File: config.mk
export PLATFORM = sky130hd
export DESIGN_NAME = region_attr_table
export DESIGN_NICKNAME = d
export VERILOG_FILES = /design/src/rtl/region_attr_pkg.sv /design/src/rtl/region_attr_store.sv /design/src/rtl/region_attr_cfg.sv /design/src/rtl/region_attr_table.sv
export SDC_FILE = /design/constraint.sdc
export NUM_CORES = 1
export LEC_CHECK = 0
export ABC_CLOCK_PERIOD_IN_PS = 9000
export CORE_ASPECT_RATIO = 0.8
export CORE_UTILIZATION = 46
export DETAILED_ROUTE_END_ITERATION = 12
export GPL_TIMING_DRIVEN = 1
export PLACE_DENSITY = 0.68
export SYNTH_ARGS = -nofsm -noshare
export SYNTH_HDL_FRONTEND = slang
export SYNTH_SLANG_ARGS = --single-unit
File: constraint.sdc
create_clock -name clk -period 9 [get_ports clk]
set_input_delay 1.8 -clock clk [delete_from_list [all_inputs] [get_ports clk]]
set_output_delay 1.8 -clock clk [all_outputs]
set_load 0.01 [all_outputs]
File: src/rtl/region_attr_pkg.sv
package region_attr_pkg;

    // Bit positions inside the 32-bit attribute word; software depends on them.
    localparam int unsigned CACHE_POS = 0;
    localparam int unsigned PREF_POS  = 3;

    // The only state kept per region.
    typedef struct packed {
        logic pref;
        logic cache;
    } attr_t;

endpackage

File: src/rtl/region_attr_store.sv
module region_attr_store
    import region_attr_pkg::*;
#(
    parameter int unsigned IDX_W      = 8,
    parameter int unsigned RO_REGIONS = 16
) (
    input  logic             clk,
    input  logic             rst_n,
    input  logic             we,
    input  logic [IDX_W-1:0] widx,
    input  attr_t            wattr,
    input  logic [IDX_W-1:0] ridx_cfg,
    input  logic [IDX_W-1:0] ridx_lk,
    output attr_t            rattr_cfg,
    output attr_t            rattr_lk
);
    localparam int unsigned NUM_REGIONS = 1 << IDX_W;
    localparam logic [IDX_W-1:0] RO_LIMIT = IDX_W'(RO_REGIONS);

    typedef struct packed {
        attr_t [NUM_REGIONS-1:0] attrs;
    } state_t;

    state_t st_d, st_q;

    always_comb begin
        st_d = st_q;
        if (we && (widx >= RO_LIMIT)) begin
            st_d.attrs[widx] = wattr;
        end
        // Read-only regions are constant zero.
        for (int i = 0; i < int'(RO_REGIONS); i++) begin
            st_d.attrs[i] = '0;
        end
    end

    always_ff @(posedge clk or negedge rst_n) begin
        if (!rst_n) begin
            st_q <= '0;
        end else begin
            st_q <= st_d;
        end
    end

    assign rattr_cfg = st_q.attrs[ridx_cfg];
    assign rattr_lk  = st_q.attrs[ridx_lk];

    // A write to a writable region lands in exactly that slot.
    assert_write_lands_R2: assert property (@(posedge clk) disable iff (!rst_n)
        (we && (widx >= RO_LIMIT)) |=> (st_q.attrs[$past(widx)] == $past(wattr)));

    // Region 0 never holds a nonzero value.
    assert_ro_unchanged_R4: assert property (@(posedge clk) disable iff (!rst_n)
        (we && (widx == '0)) |=> (st_q.attrs[0] == '0));

endmodule

File: src/rtl/region_attr_cfg.sv
module region_attr_cfg
    import region_attr_pkg::*;
#(
    parameter int unsigned IDX_W      = 8,
    parameter int unsigned DATA_W     = 32,
    parameter int unsigned RO_REGIONS = 16
) (
    input  logic              clk,
    input  logic              rst_n,
    input  logic              cfg_wr,
    input  logic [IDX_W-1:0]  cfg_idx,
    input  logic [DATA_W-1:0] cfg_wdata,
    input  attr_t             rattr,
    output logic              we,
    output attr_t             wattr,
    output logic [DATA_W-1:0] cfg_rdata,
    output logic              cfg_werr
);
    localparam logic [IDX_W-1:0] RO_LIMIT = IDX_W'(RO_REGIONS);
    localparam logic [DATA_W-1:0] IMPL_MASK =
        (DATA_W'(1) << CACHE_POS) | (DATA_W'(1) << PREF_POS);

    typedef struct packed {
        logic werr;
    } state_t;

    state_t st_d, st_q;

    always_comb begin
        st_d      = st_q;
        st_d.werr = cfg_wr && (cfg_idx < RO_LIMIT);
    end

    always_ff @(posedge clk or negedge rst_n) begin
        if (!rst_n) begin
            st_q <= '0;
        end else begin
            st_q <= st_d;
        end
    end

    assign we          = cfg_wr;
    assign wattr.cache = cfg_wdata[CACHE_POS];
    assign wattr.pref  = cfg_wdata[PREF_POS];
    assign cfg_werr    = st_q.werr;

    always_comb begin
        cfg_rdata            = '0;
        cfg_rdata[CACHE_POS] = rattr.cache;
        cfg_rdata[PREF_POS]  = rattr.pref;
    end

    // Error pulse follows a protected write by one cycle.
    assert_werr_pulse_R5: assert property (@(posedge clk) disable iff (!rst_n)
        (cfg_wr && (cfg_idx < RO_LIMIT)) |=> cfg_werr);

    // No error pulse without a protected write before it.
    assert_werr_quiet_R5: assert property (@(posedge clk) disable iff (!rst_n)
        !(cfg_wr && (cfg_idx < RO_LIMIT)) |=> !cfg_werr);

    // Reserved bits never read back as one.
    assert_reserved_zero_R3: assert property (@(posedge clk) disable iff (!rst_n)
        (cfg_rdata & ~IMPL_MASK) == '0);

endmodule

File: src/rtl/region_attr_table.sv
module region_attr_table
    import region_attr_pkg::*;
#(
    parameter int unsigned ADDR_W     = 32,
    parameter int unsigned IDX_W      = 8,
    parameter int unsigned DATA_W     = 32,
    parameter int unsigned RO_REGIONS = 16
) (
    input  logic              clk,
    input  logic              rst_n,
    input  logic              cfg_wr,
    input  logic [IDX_W-1:0]  cfg_idx,
    input  logic [DATA_W-1:0] cfg_wdata,
    output logic [DATA_W-1:0] cfg_rdata,
    output logic              cfg_werr,
    input  logic [ADDR_W-1:0] lk_addr,
    output logic              lk_cacheable,
    output logic              lk_prefetchable
);
    localparam int unsigned IDX_LSB = ADDR_W - IDX_W;
    localparam logic [IDX_W-1:0] RO_LIMIT = IDX_W'(RO_REGIONS);

    logic             we;
    attr_t            wattr;
    attr_t            rattr_cfg;
    attr_t            rattr_lk;
    logic [IDX_W-1:0] lk_idx;

    assign lk_idx = lk_addr[ADDR_W-1:IDX_LSB];

    region_attr_cfg #(
        .IDX_W(IDX_W), .DATA_W(DATA_W), .RO_REGIONS(RO_REGIONS)
    ) i_cfg (
        .clk(clk), .rst_n(rst_n), .cfg_wr(cfg_wr), .cfg_idx(cfg_idx),
        .cfg_wdata(cfg_wdata), .rattr(rattr_cfg), .we(we), .wattr(wattr),
        .cfg_rdata(cfg_rdata), .cfg_werr(cfg_werr)
    );

    region_attr_store #(
        .IDX_W(IDX_W), .RO_REGIONS(RO_REGIONS)
    ) i_store (
        .clk(clk), .rst_n(rst_n), .we(we), .widx(cfg_idx), .wattr(wattr),
        .ridx_cfg(cfg_idx), .ridx_lk(lk_idx),
        .rattr_cfg(rattr_cfg), .rattr_lk(rattr_lk)
    );

    assign lk_cacheable    = rattr_lk.cache;
    assign lk_prefetchable = rattr_lk.pref;

    // Lookup into an internal-memory region reports no attributes.
    assert_lookup_ro_R6: assert property (@(posedge clk) disable iff (!rst_n)
        (lk_addr[ADDR_W-1:IDX_LSB] < RO_LIMIT) |-> (!lk_cacheable && !lk_prefetchable));

    // Lookup and configuration read agree when both select one region.
    assert_ports_agree_R6: assert property (@(posedge clk) disable iff (!rst_n)
        (lk_addr[ADDR_W-1:IDX_LSB] == cfg_idx) |->
        ((lk_cacheable == cfg_rdata[CACHE_POS]) && (lk_prefetchable == cfg_rdata[PREF_POS])));

endmodule

==> impl_metrics.toml <==
[critical_path]
critPathLaunchType = "primary input"
required_ns = 7.20
regToRegSetupSlack_ns = 8.18
r2r_cells = 1
worstSetupPathType = "primary input to output pin"
r2r_end = "i_store.st_q[178]$_DFFE_PN0P_"
critPathBufInv = 3
crit_path_end_kind = "output pin"
cpMaxStageDelayCell = "clkbuf_8"
endpoint = "cfg_rdata[0]"
cp_data_arrival_time_ns = 5.65
worstReg2RegStart = "i_store.st_q[178]$_DFFE_PN0P_"
cp_top_family = "buffers and inverters"
critPathLaunch = "cfg_idx[0]"
cp_cell_sequence = "clkbuf_8, buf_4, mux4_1, mux4_2, nor2b_4, a2111oi_4, o31ai_1, clkdlybuf4s50_1"
critical_path.max_stage_delay_ns = 0.70
crit_cells = 8
cp_max_fo = 78

[floorplan]
fp.dieH_um = 220
rows = 79
die_w_um = 275
initial_utilization = 0.468
die-area_um2 = 60400
pin_count = 110
core_um2 = 58400

[detailed_routing]
wl_per_cell_um = 28.3
drt-total-wl_mm = 78.0
wl_met1_mm = 33.3
wl_met2_mm = 34.6
firstDrtPassIters = 10
routed-wl-met3_mm = 7.99
top_layer = "met5"
vias_per_cell = 6.51
ant_nets = 0
first_iter_violations = 1802
drcViolationCount = 2
vias = 17946

[timing]
fin_crit_ns = 7.45
drv_slew = 0
tns_ns = 0
rsz0062_at_grt = "false"
tightest_slew_ns = 1.32
post-route-period-util = 0.827
hold_violations = 0
fin_skew_ns = 0
max_freq_ghz = 0.134
finalSetupViolations = 0
relSlewSlack = 0.114

[clock_network]
clockBufferDepth = 3
clockRootBuffer = "clkbuf_16"
cts_buffers = 49
clock-sinks = 481
htreeDepth = 2
ctsHoldBuffers = 0
post_cts_buffers = 0
clk_pin_slew_ns = 0.06
cts_tree = "done"
clock_latency_ns = 0.59
cts_resized = 0

[synth]
syn-cell-area_um2 = 27300
synth-main-ff-cell = "dfrtp_1"
yosysUniqueCellTypes = 55
synth_cells = 2002
synth_edf_count = 0
ys_seq_area_frac = 0.440
synth-seq-cells = 481
async_reset_ff_frac = 1.00
avgSynthCellArea_um2 = 13.7
yosysWarnings = 0

[cells_and_area]
multi_input_area_um2 = 14300
area_growth_pct = 7.69
final_cell_mix = "481 x dfrtp_1, 461 x mux2_2, 232 x mux4_2, 170 x nor2_1, 141 x nand2_1"
final_area_um2 = 29400
fillCellCount = 4890
regArea_um2 = 12000
diodes = 0
final_common_cell = "dfrtp_1"
layout-drive-gt1-share = 0.420
nNetsFinal = 2023

[grt]
grt_max_degree = 161
grt_pass1_vias = 18643
globalRouteTotalUtil = 0.267
overflow = 0
grt_pass1_wl_mm = 120
antenna_found_initial = 2

[placed_design]
port_buffers = 25
dpl_cell_area_um2 = 27800
post-dp-hpwl_mm = 51.0
place.gp.congestion = 0.889

[pwr]
p_clk_frac = 0.411
p_sw_frac = 0.262
p_sw_uw = 1310
powerDensity_nw_per_um2 = 169
internal-power_uw = 3680
power_frac_seq = 0.470
p_leak_uw = 0.0130
max-vdd-ir-drop_v = 0.000133
pwr-share-comb = 0.118

[hold_path]
holdPathStages = 1
hold_class = "register to register"

[outcome]
violations = "design-rule violations"
status = "finished with violations"

[run]
cap_violations = 0
## state kept, by name, indices dropped and copies added, names as in the netlist
name,flops
i_store.st_q,480
i_cfg.cfg_werr,1
## worst min path at each step
stage	slack [ns]	endpoint	from
after CTS	0.51	i_store.st_q[148]$_DFFE_PN0P_	i_store.st_q[148]$_DFFE_PN0P_
after floorplan	0.48	i_store.st_q[140]$_DFFE_PN0P_	i_store.st_q[140]$_DFFE_PN0P_
final	0.51	i_store.st_q[148]$_DFFE_PN0P_	i_store.st_q[148]$_DFFE_PN0P_
after global routing	0.53	i_store.st_q[181]$_DFFE_PN0P_	i_store.st_q[181]$_DFFE_PN0P_
after detailed placement	0.50	i_store.st_q[148]$_DFFE_PN0P_	i_store.st_q[148]$_DFFE_PN0P_
after global placement	0.49	i_store.st_q[148]$_DFFE_PN0P_	i_store.st_q[148]$_DFFE_PN0P_
## layout make-up
| type | instances | share of cell area |
|---|---|---|
| Timing Repair Buffer | 58 | 0.0176 |
| Sequential cell | 481 | 0.409 |
| Inverter | 4 | 0.000510 |
| Multi-Input combinational cell | 1354 | 0.486 |
| Tap cell | 769 | 0.0327 |
| Clock buffer | 77 | 0.0504 |
| Clock inverter | 15 | 0.00353 |
## per-stage QoR
step	total power, uW	worst slack (ns)	hold slack, ns	std cells	util
after detailed placement	2970	1.61	0.497	2666	0.477
after global routing	5150	1.31	0.530	2758	0.504
after floorplan	2760	3.51	0.476	2031	-
final	4990	1.55	0.510	2758	0.504
after global placement	2940	1.60	0.490	2666	0.477
after CTS	5010	1.59	0.511	2758	0.504
## kinds of logic (layout without fill, tap and decap cells)
family,Yosys count,count (layout),share of synthesized area
AND/OR/NAND/NOR,422,422,0.0677
buffers and inverters,196,154,0.0413
AO/OA/AOI/OAI,130,130,0.0356
multiplexers,772,772,0.415
other,1,30,0.000137
flip-flops,481,481,0.440
## synth_stat cells, drive strengths merged (2+ instances only)
| master | count | share of area |
|---|---|---|
| a2111oi | 2 | 0.0013 |
| a211oi | 5 | 0.0016 |
| a21oi | 22 | 0.0040 |
| a221oi | 9 | 0.0038 |
| a22o | 3 | 0.00096 |
| a22oi | 56 | 0.015 |
| a31oi | 6 | 0.0014 |
| and2 | 3 | 0.00069 |
| and3 | 5 | 0.0011 |
| buf | 98 | 0.028 |
| clkbuf | 94 | 0.013 |
| dfrtp | 481 | 0.44 |
| inv | 4 | 0.00055 |
| mux2 | 485 | 0.20 |
| mux2i | 49 | 0.018 |
| mux4 | 238 | 0.20 |
| nand2 | 141 | 0.019 |
| nand2b | 21 | 0.0048 |
| nand3 | 20 | 0.0037 |
| nand4 | 8 | 0.0018 |
| nor2 | 170 | 0.023 |
| nor2b | 17 | 0.0042 |
| nor3 | 20 | 0.0040 |
| nor3b | 2 | 0.00055 |
| nor4 | 8 | 0.0021 |
| o211ai | 2 | 0.00055 |
| o21ai | 4 | 0.00073 |
| o22ai | 9 | 0.0021 |
| o311a | 2 | 0.00073 |
| o311ai | 4 | 0.0013 |
| o31ai | 2 | 0.00055 |
| o32ai | 2 | 0.00064 |
| or3 | 4 | 0.00092 |
## metal layers
metal	global-route usage	up-vias
met5	0	-
met3	0.0821	148
met1	0.382	9534
met2	0.393	828
li1	-	7434
met4	0.0750	2
## power by group through the flow
stage	clock network (uW)	registers [uW]	logic, uW
after floorplan	0	2350	412
after global placement	0	2370	573
after detailed placement	0	2380	585
after CTS	2080	2340	587
after global routing	2170	2360	627
final	2050	2340	591
(Power assumes the default switching activity.)
